===== src/rtl/hostbus_pkg.sv =====
// Shared widths and command encodings for the host bus port.
// Assumes a 16-bit host bus made of two byte lanes.
package hostbus_pkg;
    localparam int BYTE_W = 8;
    localparam int HOST_W = 2 * BYTE_W;
    localparam int NIB_W  = BYTE_W / 2;

    // Upper nibble of a command byte that configures the upper I/O port
    typedef enum logic [NIB_W-1:0] {
        OPC_DIR  = 4'hA,   // arg bit0: 1 = upper lanes input, 0 = output
        OPC_PLO  = 4'hC,   // arg -> port value bits 3:0
        OPC_PHI  = 4'hD    // arg -> port value bits 7:4
    } cfg_op_e;
endpackage


===== src/rtl/hostbus_sync.sv =====
// Multi-stage synchroniser for a vector of asynchronous inputs.
// Assumes each bit is sampled on its own; a vector that changes at once
// may skew by one cycle between bits, so callers hold data stable.
module hostbus_sync #(
    parameter int              W       = 1,
    parameter int              STAGES  = 2,
    parameter logic [W-1:0]    RST_VAL = '0
) (
    input  logic         clk,
    input  logic         rst_n,
    input  logic [W-1:0] d,
    output logic [W-1:0] q
);
    logic [W-1:0] stage_q [STAGES];

    genvar gi;
    generate
        for (gi = 0; gi < STAGES; gi++) begin : g_stage
            // Shift the input one flop further down the chain
            always_ff @(posedge clk) begin
                if (!rst_n)       stage_q[gi] <= RST_VAL;
                else if (gi == 0) stage_q[gi] <= d;
                else              stage_q[gi] <= stage_q[(gi > 0) ? gi - 1 : 0];
            end
        end
    endgenerate

    assign q = stage_q[STAGES-1];
endmodule


===== src/rtl/hostbus_strobe.sv =====
// Trailing-edge detector for one synchronised active-low strobe.
// Latches chip select and a side-band vector on every cycle the strobe is low,
// so the fire pulse carries the values seen during the pulse.
// Assumes the strobe is already synchronised to clk.
module hostbus_strobe #(
    parameter int DW = 1
) (
    input  logic          clk,
    input  logic          rst_n,
    input  logic          strb_s,
    input  logic          cs_s,
    input  logic [DW-1:0] data_s,
    output logic          fire,
    output logic [DW-1:0] data_hold
);
    logic strb_prev;
    logic cs_hold;

    // Remember last cycle's strobe level for edge detection
    always_ff @(posedge clk) begin
        if (!rst_n) strb_prev <= 1'b1;
        else        strb_prev <= strb_s;
    end

    // Capture chip select and data while the strobe is active
    always_ff @(posedge clk) begin
        if (!rst_n) begin
            cs_hold   <= 1'b1;
            data_hold <= '0;
        end else if (!strb_s) begin
            cs_hold   <= cs_s;
            data_hold <= data_s;
        end
    end

    assign fire = strb_s && !strb_prev && !cs_hold;
endmodule


===== src/rtl/hostbus_cfg.sv =====
// Command-side state: busy timer and upper I/O port configuration.
// Assumes cmd_fire is already qualified by not-busy.
module hostbus_cfg import hostbus_pkg::*; #(
    parameter int BUSY_CYCLES = 4
) (
    input  logic              clk,
    input  logic              rst_n,
    input  logic              cmd_fire,
    input  logic [BYTE_W-1:0] cmd_byte,
    output logic              busy,
    output logic              port_dir_in,
    output logic [BYTE_W-1:0] port_val
);
    localparam int CNT_W = $clog2(BUSY_CYCLES + 1);

    logic [CNT_W-1:0] busy_cnt;
    logic [NIB_W-1:0] op_code;
    logic [NIB_W-1:0] op_arg;

    assign op_code = cmd_byte[BYTE_W-1:NIB_W];
    assign op_arg  = cmd_byte[NIB_W-1:0];

    // Load the busy timer on each command and count it down
    always_ff @(posedge clk) begin
        if (!rst_n)              busy_cnt <= '0;
        else if (cmd_fire)       busy_cnt <= CNT_W'(BUSY_CYCLES);
        else if (busy_cnt != 0)  busy_cnt <= busy_cnt - 1'b1;
    end

    assign busy = (busy_cnt != 0);

    // Decode port configuration commands
    always_ff @(posedge clk) begin
        if (!rst_n) begin
            port_dir_in <= 1'b0;
            port_val    <= '0;
        end else if (cmd_fire) begin
            case (op_code)
                OPC_DIR: port_dir_in           <= op_arg[0];
                OPC_PLO: port_val[NIB_W-1:0]   <= op_arg;
                OPC_PHI: port_val[BYTE_W-1:NIB_W] <= op_arg;
                default: ;
            endcase
        end
    end
endmodule


===== src/rtl/hostbus_port.sv =====
// Host bus port: synchronises cs/wr/rd/dc, routes writes to the command
// or sound-data path, and drives read data or status onto the bus.
// Assumes the host holds dc_sel, cs_n and bus_in stable for the strobe
// pulse, and each strobe level lasts at least one core clock.
module hostbus_port import hostbus_pkg::*; #(
    parameter int BUSY_CYCLES = 4,
    parameter int SYNC_STAGES = 2
) (
    input  logic              clk,
    input  logic              rst_n,
    input  logic              wide_mode,
    input  logic              cs_n,
    input  logic              wr_n,
    input  logic              rd_n,
    input  logic              dc_sel,
    input  logic [HOST_W-1:0] bus_in,
    output logic [HOST_W-1:0] bus_out,
    output logic              bus_oe_lo,
    output logic              bus_oe_hi,
    input  logic [BYTE_W-2:0] status_in,
    input  logic [HOST_W-1:0] snd_rd_data,
    output logic              cmd_valid,
    output logic [BYTE_W-1:0] cmd_data,
    output logic              cmd_busy,
    output logic              snd_wr_valid,
    output logic [HOST_W-1:0] snd_wr_data,
    output logic              snd_rd_pop,
    output logic [BYTE_W-1:0] xport_rd
);
    localparam int CTL_W = 4;   // {dc, rd, wr, cs}
    localparam int WH_W  = HOST_W + 1;

    logic [CTL_W-1:0]  ctl_s;
    logic [HOST_W-1:0] bus_s;
    logic              wr_fire, rd_fire;
    logic [WH_W-1:0]   wr_hold;
    logic [0:0]        rd_hold;
    logic              cmd_fire, snd_fire;
    logic              port_dir_in;
    logic [BYTE_W-1:0] port_val;

    hostbus_sync #(.W(CTL_W), .STAGES(SYNC_STAGES), .RST_VAL(4'b0111)) u_ctl_sync (
        .clk(clk), .rst_n(rst_n), .d({dc_sel, rd_n, wr_n, cs_n}), .q(ctl_s)
    );

    hostbus_sync #(.W(HOST_W), .STAGES(SYNC_STAGES), .RST_VAL('0)) u_bus_sync (
        .clk(clk), .rst_n(rst_n), .d(bus_in), .q(bus_s)
    );

    hostbus_strobe #(.DW(WH_W)) u_wr_edge (
        .clk(clk), .rst_n(rst_n), .strb_s(ctl_s[1]), .cs_s(ctl_s[0]),
        .data_s({ctl_s[3], bus_s}), .fire(wr_fire), .data_hold(wr_hold)
    );

    hostbus_strobe #(.DW(1)) u_rd_edge (
        .clk(clk), .rst_n(rst_n), .strb_s(ctl_s[2]), .cs_s(ctl_s[0]),
        .data_s(ctl_s[3]), .fire(rd_fire), .data_hold(rd_hold)
    );

    assign cmd_fire = wr_fire && !wr_hold[HOST_W] && !cmd_busy;
    assign snd_fire = wr_fire &&  wr_hold[HOST_W];

    hostbus_cfg #(.BUSY_CYCLES(BUSY_CYCLES)) u_cfg (
        .clk(clk), .rst_n(rst_n), .cmd_fire(cmd_fire),
        .cmd_byte(wr_hold[BYTE_W-1:0]), .busy(cmd_busy),
        .port_dir_in(port_dir_in), .port_val(port_val)
    );

    // Register the transfer pulses and their payloads
    always_ff @(posedge clk) begin
        if (!rst_n) begin
            cmd_valid    <= 1'b0;
            cmd_data     <= '0;
            snd_wr_valid <= 1'b0;
            snd_wr_data  <= '0;
            snd_rd_pop   <= 1'b0;
        end else begin
            cmd_valid    <= cmd_fire;
            snd_wr_valid <= snd_fire;
            snd_rd_pop   <= rd_fire && rd_hold[0];
            if (cmd_fire) cmd_data <= wr_hold[BYTE_W-1:0];
            if (snd_fire) snd_wr_data <= wide_mode ? wr_hold[HOST_W-1:0]
                                                   : {{BYTE_W{1'b0}}, wr_hold[BYTE_W-1:0]};
        end
    end

    // Drive enables and read data from the live pin levels
    always_comb begin
        bus_oe_lo = !cs_n && !rd_n;
        bus_oe_hi = wide_mode ? (bus_oe_lo && dc_sel) : !port_dir_in;
        bus_out[BYTE_W-1:0]      = dc_sel ? snd_rd_data[BYTE_W-1:0] : {status_in, cmd_busy};
        bus_out[HOST_W-1:BYTE_W] = wide_mode ? snd_rd_data[HOST_W-1:BYTE_W] : port_val;
        xport_rd = (!wide_mode && port_dir_in) ? bus_s[HOST_W-1:BYTE_W] : '0;
    end
endmodule


===== config.mk =====
export PLATFORM = sky130hd
export DESIGN_NAME = hostbus_port
export DESIGN_NICKNAME = d
export VERILOG_FILES = /design/src/rtl/hostbus_pkg.sv /design/src/rtl/hostbus_sync.sv /design/src/rtl/hostbus_strobe.sv /design/src/rtl/hostbus_cfg.sv /design/src/rtl/hostbus_port.sv
export SDC_FILE = /design/constraint.sdc
export NUM_CORES = 1
export LEC_CHECK = 0
export BUFFER_PORTS_ARGS = -buffer_cell sky130_fd_sc_hd__buf_2
export CORE_AREA = 3 3 113 72
export DETAILED_ROUTE_END_ITERATION = 8
export DIE_AREA = 0 0 116 75
export GPL_TIMING_DRIVEN = 0
export HOLD_SLACK_MARGIN = 0.15
export PLACE_DENSITY = 0.77
export SYNTH_ARGS = -nofsm -noshare
export SYNTH_HDL_FRONTEND = slang
export SYNTH_SLANG_ARGS = --single-unit

===== constraint.sdc =====
create_clock -name clk -period 3.5 [get_ports clk]
set_clock_uncertainty 0.2 [all_clocks]
set_input_delay 0.7 -clock clk [delete_from_list [all_inputs] [get_ports clk]]
set_output_delay 0.7 -clock clk [all_outputs]
set_load 0.01 [all_outputs]

==> results of run 1 <==
-- cell families after synthesis --
family	share of synthesized area (%)
AOI/OAI and AO/OA	5.30
xor gates and xnor gates	0.243
adders and majority gates	0.693
buffers and inverters	3.53
DFF	56.0
muxes	12.7
and+or+nand+nor	21.5
-- worst reg2reg max path: stages (launching register included) --
cell	delay [ps]
dfxtp_1	300
inv_1	110
ha_1	250
or3b_1	370
buf_1	190
o21ai_0	200
a21oi_1	100
-- cells in the mapped netlist --
cell type,n,share of area [%]
nor2b_1,1,0.17
buf_4,3,0.62
and3_1,1,0.17
nor3b_2,2,0.69
inv_1,3,0.31
mux2_2,16,5.0
nor2_1,20,2.1
nand2b_1,10,1.7
mux2i_1,28,7.8
nand2_1,43,4.5
buf_6,1,0.31
a21oi_1,28,3.9
nand4bb_1,1,0.31
nor4_1,1,0.17
nor3b_1,3,0.62
or3b_1,2,0.49
dfxtp_1,101,56
and3b_1,1,0.24
and4bb_2,1,0.35
buf_2,6,0.83
buf_1,3,0.31
and2_1,42,7.3
inv_2,1,0.10
xnor2_1,1,0.24
o21ai_0,8,1.1
o2111a_1,1,0.31
clkbuf_1,10,1.0
nand3_1,16,2.2
nand4_1,3,0.52
ha_1,2,0.69
-- power breakdown --
| group | leakage, uW | internal (uW) | switching (uW) |
|---|---|---|---|
| combinational | 0.00114 | 129 | 167 |
| sequential | 0.000824 | 1190 | 20.9 |
| clock | 0.000133 | 488 | 424 |
-- through the flow --
stage                     worst slack [ps]  area (sq um)  util (%)  hold WS [ps]
after floorplan                       1160          3610         -           174
after global placement                 873          4210      58.9           185
after detailed placement               857          4210      58.9           183
after CTS                              857          4490      62.8           192
after global routing                   791          4490      62.8           198
final                                  889          4490      62.8           196
-- flip-flops by register name, summed over array words and instances (netlist names), 3 cells and up --
| signal | cells |
|---|---|
| u_bus_sync.stage_q | 32 |
| u_wr_edge.data_hold | 17 |
| snd_wr_data | 16 |
| cmd_data | 8 |
| u_cfg.port_val | 8 |
| u_ctl_sync.stage_q | 8 |
| u_cfg.busy_cnt | 3 |
-- worst paths after layout --
kind            endpoint           startpoint  slack [ps]
max          xport_rd[0]            wide_mode         890
min           snd_rd_pop  u_rd_edge.strb_prev         200
min reg2reg   snd_rd_pop  u_rd_edge.strb_prev         200
max reg2reg  cmd_data[3]    u_cfg.busy_cnt[0]        1660
-- per-layer routing --
metal  vias to the layer above  wire length, um
met4                         0               86
met3                         9              633
met2                        95             3420
li1                       1408                -
met1                      1287             3790
met5                         -                0
-- cell type report --
class	instances	area [sq um]	share of cell area [%]
inverter	4	15.0	0.335
sequential	101	2020	45.1
multi-input combinational	231	1460	32.6
tap	91	114	2.54
buffer	23	113	2.51
timing repair buffer	97	485	10.8
clock inverter	6	47.5	1.06
clock buffer	10	229	5.10
==> results.md, run 1 <==
- Commonest non-fill, non-tap cell in the layout: buf_2
- Cell area after synthesis: 0.00361 sq mm
- WL/cell: 14.1 um
- Clock input transition at the sequential cells of the worst setup and hold paths: 60 ps
- IO buf count: 97
- Grt met2 use: 29.6%
- Layout area overhead: 24.2%
- Initial antenna violation count: 0
- Die span in x: 116 um
- Crit Path Class: in2out
- Library cells used by synthesis: 30
- Dpl hpwl: 6100 um
- Total GRT Usage: 19.3%
- CTS Sinks: 101
- Most frequent cells in the layout: 103 x buf_2, 101 x dfxtp_1, 43 x nand2_1
- Most used routing layer: met2
- Core area: 0.00715 sq mm
- Post-Layout Cell Count: 563
- Critical path required time: 2600 ps
- Worst-path cell chain: buf_2 -> nor2b_1 -> and2_1 -> buf_2
- Layout cells sized above 1: 30.1%
- Grt met1 use: 25.7%
- Synth Instances: 359
- Final critical-path share of the clock period: 74.6%
- VDD IR max: 0.337 mV
- PostCTS Resize Cnt: 0
- Peak Freq: 383 MHz
- DP Cell Count: 547
- Final Wtd Congestion: 0.872
- Synth Area per Inst: 10.1 sq um
- CTS tree: built
- Setup TNS: 0 ps
- Unrepaired setup endpoints after global routing: false
- Largest net degree at the start of global routing: 18
- Num ports: 100
- Worst-Margin Slew: 570 ps
- Normalized max-slew margin: 61.9%
- Critical path launch point type: input pin
- Crit Path Max Fanout: 9
- Worst min path class: reg2reg
- Clock tree buffer depth: 2
- Synthesized Nets: 407
- CP Capture Type: output pin
- Row cnt: 24
- ANT cells: 0
- Power per cell area: 539 mW/mm^2
- Sequential-to-total area share from yosys stat: 56.0%
- Max cap viols: 0
- Total length of routed wires: 7930 um
- Residual DRC: 0
- CP delay by family, top: simple AND/OR/NAND/NOR gates
- Hold Vio Cnt, Final: 0
- Via count: 2799
- First-pass GRT wire length: 12600 um
- Worst-Skew Late Latency: 340 ps
- DRT iter0 DRCs: 143
- DRT antenna net count: 0
- Post-CTS Setup Bufs: 0
- H-tree lvl count: 3
- Hold path cells: 1
- Met3 GRT Util: 7.23%
- Design Power: 2420 uW
- Slowest CP cell: nor2b_1
- Synth warn: 0
- Synth Register Bits: 101
- GRT overflow: 0
- Period minus WS final: 2610 ps
- DIE HEIGHT: 75 um
- Initial Util: 50.5%
- WP depth: 4
- Slowest cell delay on critical path: 470 ps
- Worst endpoint data arrival time: 1710 ps
- CP dominant cell by count: buf_2
- Die area: 0.00870 sq mm
- Critical path buffer and inverter count: 2
- Inserted Clock Buffers: 9
- Leakage: 0.00210 uW
- Vias per cell: 4.97
- Status: finished, final reports clean
- Setup violations, final: 0
- DR pass1 iterations: 4
- R2R depth: 6
- Clock Tree Root: clkbuf_16
- Fillers: 602
- Vias in the first global route: 2668
- Fin. max-slew vios: 0
- Cts hold-fix bufs: 0
- Nets: 515
Power figures use the tool's default switching activity.
==> run 2: changes to the inputs <==
Settings changed: ABC_AREA set to 1, CORE_AREA 3 3 113 72 to 3 3 119 75, DIE_AREA 0 0 116 75 to 0 0 122 78, PLACE_DENSITY 0.77 to 0.73.
Clock period 3.5 ns to 2.1 ns, I/O delays scaled along.
==> run 2 against run 1 <==
Utilization shrank 2.0 points. Register-to-register slack lost 1200 ps. Cell count grew 21%. Critical path depth is the same. Via count grew 11%.
==> results.md, run 2 <==
- Reg-to-Reg Start: u_cfg.busy_cnt[0] (unchanged)
- Post-synth EDFFs: 0 (unchanged)
- Leakage: 0.00247 uW (was 0.00210 uW)
- Sequential-to-total area share from yosys stat: 56.2% (was 56.0%)
- Status: finished, final reports clean (unchanged)
- Total GRT Usage: 18.6% (was 19.3%)
- Clock input transition at the sequential cells of the worst setup and hold paths: 60 ps (about the same)
- Vias per cell: 4.57 (was 4.97)
- Top-area cell type share of the netlist area: 56.2% (was 56.0%)
- DIE HEIGHT: 78 um (was 75 um)
- ANT cells: 0 (unchanged)
- Worst-Skew Late Latency: 340 ps (about the same)
- Synth Register Bits: 101 (unchanged)
- Hold_ws: 202 ps (was 196 ps)
- Die span in x: 122 um (was 116 um)
- Synth warn: 0 (unchanged)
- Synth Instances: 441 (was 359)
- Register area: 0.00202 sq mm (unchanged)
- Asr flop ratio synth: 0% (unchanged)
- Period minus WS final: 2000 ps
- Worst min path class: reg2reg (unchanged)
- GRT overflow: 0 (unchanged)
- Crit Path Max Fanout: 10 (was 9)
- Hold_sp: u_rd_edge.strb_prev (unchanged)
- Critical Path Start: wide_mode (unchanged)
- Dpl hpwl: 6090 um (was 6100 um)
- IO buf count: 98 (was 97)
- Worst endpoint data arrival time: 1380 ps (was 1710 ps)
- CTS Sinks: 101 (unchanged)
- Initial antenna violation count: 0 (unchanged)
- VDD IR max: 0.497 mV (was 0.337 mV)
- Nets: 617 (was 515)
- WL/cell: 12.3 um (was 14.1 um)
- Row cnt: 25 (was 24)
- Unrepaired setup endpoints after global routing: false (unchanged)
- Post-CTS Setup Bufs: 0 (unchanged)
- Total length of routed wires: 8370 um (was 7930 um)
- Via count: 3110 (was 2799)
- DRT iter0 DRCs: 189 (was 143)
- Largest area contributor in the netlist: dfxtp_1 (unchanged)
- Core area: 0.00785 sq mm (was 0.00715 sq mm)
- Cell area after synthesis: 0.00360 sq mm (was 0.00361 sq mm)
- First-pass GRT wire length: 13900 um (was 12600 um)
- Fin. max-slew vios: 0 (unchanged)
- Largest net degree at the start of global routing: 16 (was 18)
- H-tree lvl count: 3 (unchanged)
- Critical path launch point type: input pin (unchanged)
- Worst-Margin Slew: 497 ps (was 570 ps)
- Layout area overhead: 32.6% (was 24.2%)
- Setup TNS: 0 ps (unchanged)
- DR pass1 iterations: 4 (unchanged)
- Max cap viols: 0 (unchanged)
- Hold Vio Cnt, Final: 0 (unchanged)
- Num ports: 100 (unchanged)
- Most frequent cell after synthesis: dfxtp_1 (unchanged)
- DRT antenna net count: 0 (unchanged)
- Synth area leaders: dfxtp_1 56%, nand2_1 10%, inv_1 6.5% (was dfxtp_1 56%, mux2i_1 7.8%, and2_1 7.3%)
- Initial Util: 45.8% (was 50.5%)
- Post-Layout Cell Count: 681 (was 563)
- Library cells used by synthesis: 24 (was 30)
- Setup violations, final: 0 (unchanged)
- Residual DRC: 0 (unchanged)
- Normalized max-slew margin: 66.7% (was 61.9%)
- Critical path required time: 1480 ps (was 2600 ps)
- CTS tree: built (unchanged)
- Power per cell area: 907 mW/mm^2 (was 539 mW/mm^2)
- Inserted Clock Buffers: 9 (unchanged)
- Biggest register: u_bus_sync.stage_q (unchanged)
- Most frequent cells in the layout: 107 x buf_2, 101 x dfxtp_1, 99 x nand2_1 (was 103 x buf_2, 101 x dfxtp_1, 43 x nand2_1)
- Crit Path Class: in2out (unchanged)
- Vias in the first global route: 2974 (was 2668)
- Final Wtd Congestion: 0.785 (was 0.872)
- DP Cell Count: 647 (was 547)
- Post-synth top cells: 101 x dfxtp_1, 100 x nand2_1, 62 x inv_1 (was 101 x dfxtp_1, 43 x nand2_1, 42 x and2_1)
- Clock Tree Root: clkbuf_16 (unchanged)
- Synth Area per Inst: 8.15 sq um (was 10.1 sq um)
- Area occupied by multi-input gates: 0.00124 sq mm (was 0.00146 sq mm)
- Largest regs: u_bus_sync.stage_q (32), u_wr_edge.data_hold (17), snd_wr_data (16) (unchanged)
- Layout cells sized above 1: 26.9% (was 30.1%)
- Final critical-path share of the clock period: 95.1%
- Main synth FF type: dfxtp_1 (unchanged)
- Max FFs per register: 32 (unchanged)
- Die area: 0.00952 sq mm (was 0.00870 sq mm)
- CP Capture Type: output pin (unchanged)
- Peak Freq: 501 MHz
- Synthesized Nets: 489 (was 407)
- Fillers: 699 (was 602)
- Commonest non-fill, non-tap cell in the layout: buf_2 (unchanged)
- Clock tree buffer depth: 2 (unchanged)
[run 2: cell types whose count changed after synthesis, sizes merged, moves of 23 or more]
cell / before / now
inv: 4 / 64
nand2: 43 / 101
o21ai: 8 / 41
and2: 42 / 0
mux2i: 28 / 0
nor2: 20 / 43
[run 2: path summary, 6_finish.rpt]
| path | to | slack [ps] | depth (start not counted) |
|---|---|---|---|
| max | bus_out[14] | 100 | 4 |
| min | snd_rd_pop | 200 | 1 |
| max reg2reg | cmd_data[6] | 460 | 8 |
| min reg2reg | snd_rd_pop | 200 | 1 |
[run 2: cells by family (layout without fill, tap and decap cells)]
family          after synthesis  after routing  share of synthesized area (%)
simple gates                176            176                           20.9
flops                       101            101                           56.2
buf+inv                      83            215                           9.53
compound gates               70             70                           9.88
mux                           8              8                           2.51
fa+ha+maj                     2              2                          0.696
xor+xnor                      1              1                          0.244
[run 2: power breakdown]
part	internal (uW)	total, uW	switching (uW)	leakage (uW)
clock	1220	1880	657	0.000172
combinational	190	426	235	0.00147
sequential	1990	2020	32.8	0.000826
total	3400	4330	926	0.00247
[run 2: critical path, stage by stage]
cell and delay, ps:
buf_2 210, clkbuf_4 270, mux2_2 340, buf_2 140
[run 2: layout make-up]
type                    count  share of cell area, %
flip-flops and latches    101                   42.4
multi-input cells         257                   26.0
repair buffers            117                   14.3
clock buffers              11                   5.30
inverters                  64                   5.04
well taps                 108                   2.83
plain buffers              19                   2.20
clock inverters             4                   1.99
[run 2: per-layer routing]
metal | track usage [%] | part of all wire [%] | up-vias
met5 | 0 | 0 | -
li1 | - | - | 1620
met1 | 24.6 | 48 | 1382
met4 | 6.60 | 1.0 | 0
met3 | 5.68 | 6.0 | 9
met2 | 28.8 | 45 | 99
[run 2: repair_timing]
| action | in CTS | in global routing |
|---|---|---|
| resized for setup | 0 | 6 |
| hold buffers | 19 | 0 |
| hold endpoints to repair | 19 | 0 |
| setup endpoints to repair | 0 | 9 |
[run 2: stage by stage]
stage	utilization (%)	setup WS [ps]	power (uW)	instance area [sq um]
after CTS	60.6	2.64	4360	4760
after global routing	60.7	20.7	4520	4770
after detailed placement	53.8	63.5	2450	4220
final	60.7	103	4330	4770
after global placement	53.8	89.4	2430	4220
after floorplan	-	322	2310	3600
==> run 3: changes to the inputs <==
Clock period 2.1 ns to 1.8 ns, I/O delays scaled along.
==> run 3 against run 2 <==
Register-to-register slack worse by 270 ps. Hold slack got worse by 40 ps. Die area unchanged. Cell count grew 0.59%. Non-clock buffer count increased by 4. Combinational power rose by 42%. Final area up 1.8%. Routed wire length grew 1.5%. First-iteration DRC count shrank 9.5%. Via count fell by 0.58%. Clock power grew 17%.
==> results.md, run 3 (synthesis gave the netlist of run 2 again) <==
- Worst-path cell chain: inv_2 -> ha_4 -> nand2_4 -> inv_2 -> o21ai_2 -> buf_2 (was buf_2 -> clkbuf_4 -> mux2_2 -> buf_2)
- Slowest CP cell: dfxtp_2 (was mux2_2)
- Setup TNS: 0 ps (unchanged)
- Fillers: 687 (was 699)
- Vias in the first global route: 2995 (was 2974)
- Residual DRC: 0 (unchanged)
- Max FFs per register: 32 (unchanged)
- Num ports: 100 (unchanged)
- CP Capture Type: output pin (unchanged)
- Fin. max-slew vios: 0 (unchanged)
- Most frequent cells in the layout: 105 x buf_2, 99 x nand2_1, 98 x dfxtp_1 (was 107 x buf_2, 101 x dfxtp_1, 99 x nand2_1)
- Reg-to-Reg End: snd_wr_data[3] (was cmd_data[6])
- WL/cell: 12.4 um (was 12.3 um)
- Critical path required time: 1240 ps (was 1480 ps)
- Total length of routed wires: 8490 um (was 8370 um)
- Largest regs: u_bus_sync.stage_q (32), u_wr_edge.data_hold (17), snd_wr_data (16) (unchanged)
- Layout cells sized above 1: 29.6% (was 26.9%)
- Hold Vio Cnt, Final: 0 (unchanged)
- Power per cell area: 1070 mW/mm^2 (was 907 mW/mm^2)
- Reg-to-reg slack, setup: 190 ps (was 460 ps)
- ANT cells: 0 (unchanged)
- Die span in x: 122 um (unchanged)
- Largest net degree at the start of global routing: 16 (unchanged)
- Clock Tree Root: clkbuf_16 (unchanged)
- Worst setup margin: 24.5 ps (was 103 ps)
- Final Wtd Congestion: 0.785 (unchanged)
- Critical path launch point type: register (was input pin)
- Peak Freq: 563 MHz
- Crit Path Max Fanout: 3 (was 10)
- DRT iter0 DRCs: 171 (was 189)
- Slowest cell delay on critical path: 330 ps (was 340 ps)
- DRT antenna net count: 0 (unchanged)
- Dpl hpwl: 6090 um (unchanged)
- Row cnt: 25 (unchanged)
- Reg-to-Reg Start: u_ctl_sync.stage_q[1][1] (was u_cfg.busy_cnt[0])
- DP Worst Slack: -117 ps (was 63.5 ps)
- Inserted Clock Buffers: 9 (unchanged)
- Total GRT Usage: 18.6% (about the same)
- H-tree lvl count: 3 (unchanged)
- Setup violations, final: 0 (unchanged)
- Normalized max-slew margin: 66.1% (was 66.7%)
- CTS Sinks: 101 (unchanged)
- Critical path capture point: bus_out[0] (was bus_out[14])
- Post-Layout Cell Count: 685 (was 681)
- Final critical-path share of the clock period: 98.6%
- R2R depth: 7 (was 8)
- Worst endpoint data arrival time: 1220 ps (was 1380 ps)
- IO buf count: 98 (unchanged)
- Clock tree buffer depth: 2 (unchanged)
- Initial Util: 45.8% (unchanged)
- Via count: 3092 (was 3110)
- CP dominant cell by count: inv_2 (was buf_2)
- CTS tree: built (unchanged)
- Hold_sp: rst_n (was u_rd_edge.strb_prev)
- First-pass GRT wire length: 13900 um (about the same)
- Initial antenna violation count: 0 (unchanged)
- Period minus WS final: 1780 ps
- VDD IR max: 0.583 mV (was 0.497 mV)
- Leakage: 0.00250 uW (was 0.00247 uW)
- Unrepaired setup endpoints after global routing: true (was false)
- Max cap viols: 0 (unchanged)
- Biggest register: u_bus_sync.stage_q (unchanged)
- Vias per cell: 4.51 (was 4.57)
- Nets: 621 (was 617)
- DP Cell Count: 647 (unchanged)
- Crit Path Class: reg2out (was in2out)
- Worst-Skew Late Latency: 340 ps (about the same)
- Worst min path class: in2reg (was reg2reg)
- Critical Path Start: u_cfg.busy_cnt[0] (was wide_mode)
- Design Power: 5170 uW (was 4330 uW)
- Clock input transition at the sequential cells of the worst setup and hold paths: 60 ps (about the same)
- DIE HEIGHT: 78 um (unchanged)
- Die area: 0.00952 sq mm (unchanged)
- Status: finished, final reports clean (unchanged)
- Worst-Margin Slew: 506 ps (was 497 ps)
- GRT overflow: 0 (unchanged)
- DR pass1 iterations: 4 (unchanged)
- Layout area overhead: 35.0% (was 32.6%)
- Core area: 0.00785 sq mm (unchanged)
- Commonest non-fill, non-tap cell in the layout: buf_2 (unchanged)
run 3: cell types whose count changed in the layout (fill, tap and decap cells not counted), sizes merged:
cell,change
clkbuf,-1
buf,+5
run 3: worst min-delay path by stage:
| stage | end | slack [ps] | cells past startpoint |
|---|---|---|---|
| 6_report | cmd_valid | 160 | 3 |
| 5_1_grt | cmd_valid | 190 | 3 |
| 4_1_cts | cmd_valid | 150 | 3 |
| 3_5_place_dp | snd_rd_pop | 190 | 1 |
| 3_3_place_gp | snd_rd_pop | 190 | 1 |
| 2_1_floorplan | snd_rd_pop | 170 | 1 |
run 3: stage by stage:
| stage | hold slack (ps) | util, % | instance area, sq um |
|---|---|---|---|
| final | 162 | 61.8 | 4850 |
| after global routing | 193 | 61.8 | 4850 |
| after CTS | 152 | 61.2 | 4810 |
| after detailed placement | 189 | 53.8 | 4220 |
| after global placement | 193 | 53.8 | 4220 |
| after floorplan | 173 | - | 3600 |
run 3: layer usage:
metal  vias to the layer above  global-route usage [%]  wire length, um
li1                       1630                       -                -
met4                         0                    6.38              113
met1                      1367                    24.4             4160
met3                        11                    6.41              429
met2                        84                    28.7             3790
met5                         -                       0                0
run 3: timing repair:
action,in CTS,in global routing
hold endpoints to repair,19,0
buffers inserted,1,3
pin swaps,2,2
hold buffers,19,0
gates resized for setup,16,11
setup endpoints to repair,10,9
run 3: cell type report:
cell class                      instances  area (sq um)  area share [%]
Inverter                               64           243            5.00
Multi-Input combinational cell        257          1270            26.2
Tap cell                              108           135            2.78
Sequential cell                       101          2030            41.7
Timing Repair Buffer                  121           717            14.8
Buffer                                 19           113            2.32
Clock buffer                           11           253            5.21
Clock inverter                          4          95.1            1.96
run 3: where the power goes:
part           switching, uW  internal [uW]  leakage (uW)  total, uW
clock network            779           1420      0.000172       2200
registers               41.2           2330      0.000827       2370
logic                    308            298       0.00150        606
total                   1130           4050       0.00250       5170
run 3: worst max-delay path, delay by kind of cell (launching register included):
family	cells	cell delay, ps
compound gates	1	90
fa+ha+maj	1	160
buf+inv	3	230
flops	1	330
simple gates	1	60
